--- config.mk ---
export PLATFORM = sky130hd
export DESIGN_NAME = seg_xlat_unit
export DESIGN_NICKNAME = d
export VERILOG_FILES = /design/src/rtl/seg_xlat_pkg.sv /design/src/rtl/seg_desc_check.sv /design/src/rtl/seg_cache_file.sv /design/src/rtl/seg_xlate_stage.sv /design/src/rtl/seg_xlat_unit.sv
export SDC_FILE = /design/constraint.sdc
export NUM_CORES = 1
export LEC_CHECK = 0
export BUFFER_PORTS_ARGS = -buffer_cell sky130_fd_sc_hd__buf_2
export CORE_UTILIZATION = 58
export DETAILED_ROUTE_END_ITERATION = 12
export MAX_ROUTING_LAYER = met4
export PLACE_DENSITY = 0.8
export SLEW_MARGIN = 20
export SYNTH_ARGS = -nofsm -noshare
export SYNTH_HDL_FRONTEND = slang
export SYNTH_SLANG_ARGS = --single-unit
--- constraint.sdc ---
create_clock -name clk -period 8.45 [get_ports clk]
set_input_delay 0.845 -clock clk [delete_from_list [all_inputs] [get_ports clk]]
set_output_delay 0.845 -clock clk [all_outputs]
set_load 0.005 [all_outputs]
--- src/rtl/seg_xlat_pkg.sv ---
// Shared types for the segment translation unit.
// Assumes 32-bit linear addresses and 64-bit descriptors.
package seg_xlat_pkg;
    localparam int ADDR_W = 32;
    localparam int DESC_W = 64;
    localparam int SEL_W  = 16;

    // One hidden cache entry per segment register
    typedef struct packed {
        logic [ADDR_W-1:0] base;
        logic [ADDR_W-1:0] lim;
        logic              wr_ok;
        logic              rd_ok;
    } seg_entry_t;

    typedef enum logic {LD_IDLE, LD_WAIT} ld_state_t;
endpackage

--- src/rtl/seg_desc_check.sv ---
// Decodes a 64-bit descriptor into a cache entry and decides whether it
// may be loaded into the target register. Purely combinational.
// Assumes the caller flags the code and stack targets.
module seg_desc_check
    import seg_xlat_pkg::*;
(
    input  logic [DESC_W-1:0] desc,
    input  logic              is_code,
    input  logic              is_stack,
    output seg_entry_t        entry,
    output logic              ok
);
    logic [19:0] raw_lim;
    logic        gran, present, sflag, exec, rw;
    logic        unused_desc_bits;

    assign raw_lim = {desc[51:48], desc[15:0]};
    assign gran    = desc[55];
    assign present = desc[47];
    assign sflag   = desc[44];
    assign exec    = desc[43];
    assign rw      = desc[41];
    assign unused_desc_bits = ^{desc[54:52], desc[46:45], desc[42], desc[40]};

    // Assemble the entry fields from the split descriptor
    always_comb begin
        entry.base  = {desc[63:56], desc[39:32], desc[31:16]};
        entry.lim   = gran ? {raw_lim, 12'hFFF} : {12'h000, raw_lim};
        entry.wr_ok = !exec && rw;
        entry.rd_ok = !exec || rw;
    end

    // Target-specific acceptance rule
    always_comb begin
        if (is_code)       ok = present && sflag && exec;
        else if (is_stack) ok = present && sflag && !exec && rw;
        else               ok = present && sflag && (!exec || rw);
    end
endmodule

--- src/rtl/seg_cache_file.sv ---
// Hidden descriptor cache: one entry per segment register, one write
// port and one combinational read port. Assumes a synchronous active-low reset.
module seg_cache_file
    import seg_xlat_pkg::*;
#(
    parameter int NUM_SEG = 4,
    localparam int IDX_W = $clog2(NUM_SEG)
)(
    input  logic             clk,
    input  logic             rst_n,
    input  logic             we,
    input  logic [IDX_W-1:0] widx,
    input  seg_entry_t       wdata,
    input  logic [IDX_W-1:0] ridx,
    output seg_entry_t       rdata
);
    seg_entry_t ent [NUM_SEG];

    for (genvar g = 0; g < NUM_SEG; g++) begin : g_ent
        // Hold or replace entry g
        always_ff @(posedge clk) begin
            if (!rst_n) begin
                ent[g].base  <= '0;
                ent[g].lim   <= 32'h0000_FFFF;
                ent[g].wr_ok <= 1'b1;
                ent[g].rd_ok <= 1'b1;
            end else if (we && widx == IDX_W'(g)) begin
                ent[g] <= wdata;
            end
        end
    end

    assign rdata = ent[ridx];
endmodule

--- src/rtl/seg_xlate_stage.sv ---
// One-cycle translation stage: base plus offset, with limit and access
// checks. Assumes the cache entry for the request is presented combinationally.
module seg_xlate_stage
    import seg_xlat_pkg::*;
(
    input  logic              clk,
    input  logic              rst_n,
    input  logic              req,
    input  logic [ADDR_W-1:0] off,
    input  logic              wr,
    input  seg_entry_t        ent,
    output logic              valid,
    output logic [ADDR_W-1:0] addr,
    output logic              fault
);
    logic bad;
    assign bad = (off > ent.lim) || (wr && !ent.wr_ok) || (!wr && !ent.rd_ok);

    // Register the translation result
    always_ff @(posedge clk) begin
        if (!rst_n) begin
            valid <= 1'b0;
            fault <= 1'b0;
            addr  <= '0;
        end else begin
            valid <= req;
            fault <= req && bad;
            addr  <= (req && !bad) ? ent.base + off : '0;
        end
    end
endmodule

--- src/rtl/seg_xlat_unit.sv ---
// Segment translation unit top. It sequences segment loads (a one-cycle
// fill in real mode, a descriptor fetch and check in protected mode) and
// serves translations from the hidden caches. Assumes the descriptor
// source holds data until the request drops.
module seg_xlat_unit
    import seg_xlat_pkg::*;
#(
    parameter int NUM_SEG = 4,
    parameter int CS_IDX  = 0,
    parameter int SS_IDX  = 1,
    localparam int IDX_W  = $clog2(NUM_SEG)
)(
    input  logic              clk,
    input  logic              rst_n,
    input  logic              prot_mode,
    input  logic [31:0]       tbl_base,
    input  logic              ld_req,
    input  logic [IDX_W-1:0]  ld_seg,
    input  logic [15:0]       ld_sel,
    output logic              ld_done,
    output logic              ld_fault,
    output logic              desc_rd_req,
    output logic [31:0]       desc_rd_addr,
    input  logic              desc_rd_valid,
    input  logic [63:0]       desc_rd_data,
    input  logic              tr_req,
    input  logic [IDX_W-1:0]  tr_seg,
    input  logic [31:0]       tr_off,
    input  logic              tr_wr,
    output logic              tr_valid,
    output logic [31:0]       tr_addr,
    output logic              tr_fault
);
    ld_state_t        state;
    logic [IDX_W-1:0] pend_seg;
    seg_entry_t       real_ent, chk_ent, wr_ent, rd_ent;
    logic             chk_ok, take_real, take_prot, fetch_end, we;
    logic [IDX_W-1:0] widx;

    assign take_real = (state == LD_IDLE) && ld_req && !prot_mode;
    assign take_prot = (state == LD_IDLE) && ld_req && prot_mode;
    assign fetch_end = (state == LD_WAIT) && desc_rd_valid;

    // Real-mode entry: paragraph base, 64 KiB limit, full access
    always_comb begin
        real_ent.base  = {12'h000, ld_sel, 4'h0};
        real_ent.lim   = 32'h0000_FFFF;
        real_ent.wr_ok = 1'b1;
        real_ent.rd_ok = 1'b1;
    end

    seg_desc_check u_chk_desc (
        .desc     (desc_rd_data),
        .is_code  (pend_seg == IDX_W'(CS_IDX)),
        .is_stack (pend_seg == IDX_W'(SS_IDX)),
        .entry    (chk_ent),
        .ok       (chk_ok)
    );

    assign we     = take_real || (fetch_end && chk_ok);
    assign widx   = take_real ? ld_seg : pend_seg;
    assign wr_ent = take_real ? real_ent : chk_ent;

    seg_cache_file #(.NUM_SEG(NUM_SEG)) u_cache (
        .clk   (clk),
        .rst_n (rst_n),
        .we    (we),
        .widx  (widx),
        .wdata (wr_ent),
        .ridx  (tr_seg),
        .rdata (rd_ent)
    );

    seg_xlate_stage u_xlate (
        .clk   (clk),
        .rst_n (rst_n),
        .req   (tr_req),
        .off   (tr_off),
        .wr    (tr_wr),
        .ent   (rd_ent),
        .valid (tr_valid),
        .addr  (tr_addr),
        .fault (tr_fault)
    );

    // Load sequencer: accept, fetch, complete
    always_ff @(posedge clk) begin
        if (!rst_n) begin
            state        <= LD_IDLE;
            pend_seg     <= '0;
            desc_rd_addr <= '0;
            ld_done      <= 1'b0;
            ld_fault     <= 1'b0;
        end else begin
            ld_done  <= take_real || fetch_end;
            ld_fault <= fetch_end && !chk_ok;
            if (take_prot) begin
                state        <= LD_WAIT;
                pend_seg     <= ld_seg;
                desc_rd_addr <= tbl_base + {16'h0000, ld_sel[15:3], 3'b000};
            end else if (fetch_end) begin
                state <= LD_IDLE;
            end
        end
    end

    assign desc_rd_req = (state == LD_WAIT);
endmodule

==> out/metrics.cfg <==
[power_and_ir_drop]
p_leak_nw = 7.66
p_sw_w = 0.000978
p_int_w = 0.00303
irDropWorstVdd_mv = 0.135
swShare_pct = 24.4
power_frac_seq_pct = 46.8
clkPwrFrac_pct = 39.0
power.density_mw_per_mm2 = 207
power_frac_comb_pct = 14.1

[sta]
fin_crit_sh_pct = 60.1
rsz0062_at_grt = false
timing.slew.headroom_pct = 31.1
finalSetupViolCount = 0
worst_slew_pin_slew_ns = 1.03
fin_crit_ns = 5.08
max_freq_ghz = 0.197
skew_ns = 0.0105
drv_slew = 0
fin_setup_tns_ns = 0
hold_viol = 0

[worst_setup_path]
cp_slowest_cell = nand3_2
critPathKind = input port to flip-flop
end_kind = flip-flop
reg2regPathDepth = 11
cp_max_fo = 45
rrSetupSlack_ns = 4.43
r2r_end = u_xlate.addr[26]
startpoint_type = input port
path_cells = buf_2 -> buf_4 -> mux4_2 -> inv_1 -> ha_1 -> a21o_1 -> a221o_1 -> a221oi_1 -> o21ai_0 -> o221ai_1 -> nand3_2 -> o21bai_1 -> a211oi_1
slowest_delay_ns = 0.70
cp.arrival_ns = 5.51
reg2reg_from = u_cache.ent[3][27]
required_ns = 8.88

[clock_network]
cts_max_level = 2
clockBufferDepth = 3
cts_made_buffers = 35
cts_tree = done
root_buffer = clkbuf_16
cts_resized = 0
cts_setup_buffers = 0
cts_sinks = 335
worstSkewPairLatency_ns = 0.52
clkSlewWorstSetupHoldPaths_ns = 0.06
hold_buffers = 0

[synthesis]
synth_cell_type_count = 70
synth_top_area_share_pct = 47.5
synth_edf_count = 264
yosys_warnings = 0
syn_area_per_cell_um2 = 11.7
syn_inst = 1430
ys_seq_elements = 335
synth_seq_area_share_pct = 56.0
synth.area.top_cells = edfxtp_1, mux4_2, dfxtp_1
syn_area_mm2 = 0.0167
synth_area_leader_cell = edfxtp_1
synth_common_cells = edfxtp_1, nor2_1, nand2_1, ha_1, dfxtp_1
ys.flop_type = edfxtp_1
synth.most_common_cell = edfxtp_1
synthArstFlopShare_pct = 0

[floorplanning]
core_mm2 = 0.0280
die_w_um = 172
rows = 61
die-area_mm2 = 0.0295
fp.dieH_um = 172
initial_utilization_pct = 59.6
ios = 224

[place]
hpwl_um = 26900
gp_congestion = 0.900
place_area_mm2 = 0.0181
port_buffers = 216

[drt]
first_pass_iters = 5
totalWireLength_um = 40500
drt_iter0_drc = 1119
drc = 0
vias = 11900
wire_per_inst_um = 19.9
via_per_inst = 5.83
final_antenna_net_count = 0

[final_layout]
final_area_mm2 = 0.0193
fin_nets = 1865
diodes = 0
synthToLayoutAreaGrowth_pct = 15.7
drive_above_1_share_pct = 22.5

[global_routing]
antenna_found_initial = 0
grt_use_total_pct = 29.2
grt-ovfl-total = 0
grt_pass1_wl_um = 62700
first_global_vias = 11600
grt_max_degree = 67

[min_path]
hold_class = flip-flop to flip-flop
min_to = desc_rd_addr[2]
worstHoldPathCells = 2
worstHoldStart = desc_rd_addr[2]

[status]
status = finished, final reports clean

[run]
maxCapViolations = 0

==> per-layer routing <==
layer / wire (µm) / global-route usage [%] / up-vias
met5: 0 / - / -
met4: 990 / 8.23 / 0
met3: 3440 / 3.96 / 83
met2: 19200 / 46.8 / 573
met1: 16900 / 39.3 / 5625
li1: - / - / 5589
==> sequential cells by signal (all words and copies together), names as in the netlist <==
signal         flops
u_xlate.addr      32
pend_seg           2
desc_rd_addr      32
u_xlate.fault      1
u_xlate.valid      1
ld_fault           1
ld_done            1
desc_rd_req        1
u_cache.ent      264
==> worst max path at each step <==
stage	start	to	slack (ns)	cells after the start
floorplan	prot_mode	u_cache.ent[0][0]	1.50	4
CTS	tr_seg[0]	u_xlate.addr[26]	3.36	13
detailed placement	tr_seg[0]	u_xlate.addr[26]	2.83	13
finish	tr_seg[1]	u_xlate.addr[26]	3.37	13
global placement	tr_seg[0]	u_xlate.addr[26]	2.87	13
global route	tr_seg[0]	u_xlate.addr[26]	2.89	13
==> area by class of cell <==
class                      count  area, µm²
inverter                      54        203
sequential                   335       9350
fill                        2005       8690
tap                          378        473
timing repair buffer         232       1200
clock inverter                14        171
multi-input combinational    974       6920
clock buffer                  49       1000
==> layout by cell type, fill, tap and decap left out, types with 4 or more instances in the layout <==
cell type	instances
ha_1	76
nand2_1	156
a31oi_1	5
clkinv_1	4
mux4_2	66
buf_4	17
o211ai_1	7
and2_1	7
inv_1	54
a221oi_1	5
nor2_1	263
bufinv_16	4
o21a_1	8
a211oi_1	13
conb_1	4
nor3_1	9
buf_2	215
nand2b_1	10
o21bai_1	9
clkbuf_16	37
a21oi_1	61
mux2_2	7
nand4_1	13
a21boi_0	15
a21o_1	16
nand3_1	32
mux2i_1	18
xor2_1	27
dfxtp_1	71
or3_1	8
nor2b_1	11
and3_1	9
xnor2_1	18
or2_1	4
o21ai_0	44
clkbuf_1	9
edfxtp_1	264
==> through the flow <==
step                      total power, W  cells  utilization (%)  hold slack (ns)  worst slack [ns]
after floorplan                  0.00229   1433                -            0.457              1.50
after global placement           0.00246   1973             64.8            0.449              2.87
after detailed placement         0.00247   1973             64.8            0.460              2.83
after CTS                        0.00403   2036             69.0            0.468              3.36
after global routing             0.00415   2036             69.0            0.494              2.89
final                            0.00401   2036             69.0            0.466              3.37
==> power groups by stage <==
stage | Combinational, W | Clock (W) | Sequential (W)
floorplan | 0.000372 | 0 | 0.00192
CTS | 0.000564 | 0.00158 | 0.00188
global route | 0.000625 | 0.00164 | 0.00188
finish | 0.000566 | 0.00156 | 0.00188
global placement | 0.000555 | 0 | 0.00191
detailed placement | 0.000561 | 0 | 0.00191
==> critical path, delay by kind of cell <==
| kind | cells | cell delay (ns) |
|---|---|---|
| buffers and inverters | 3 | 1.22 |
| AO/OA/AOI/OAI | 7 | 2.01 |
| multiplexers | 1 | 0.42 |
| AND/OR/NAND/NOR | 1 | 0.70 |
| adder cells (fa/ha/maj) | 1 | 0.24 |
==> cells by family after synthesis <==
family	after synthesis	synth area share, %
buffers and inverters	124	2.94
and+or+nand+nor	545	14.1
DFF	335	56.0
other	1	0.0225
adders and majority gates	78	5.94
muxes	91	10.5
AOI/OAI and AO/OA	211	8.18
xor gates and xnor gates	45	2.36
(Power assumes the default switching activity.)
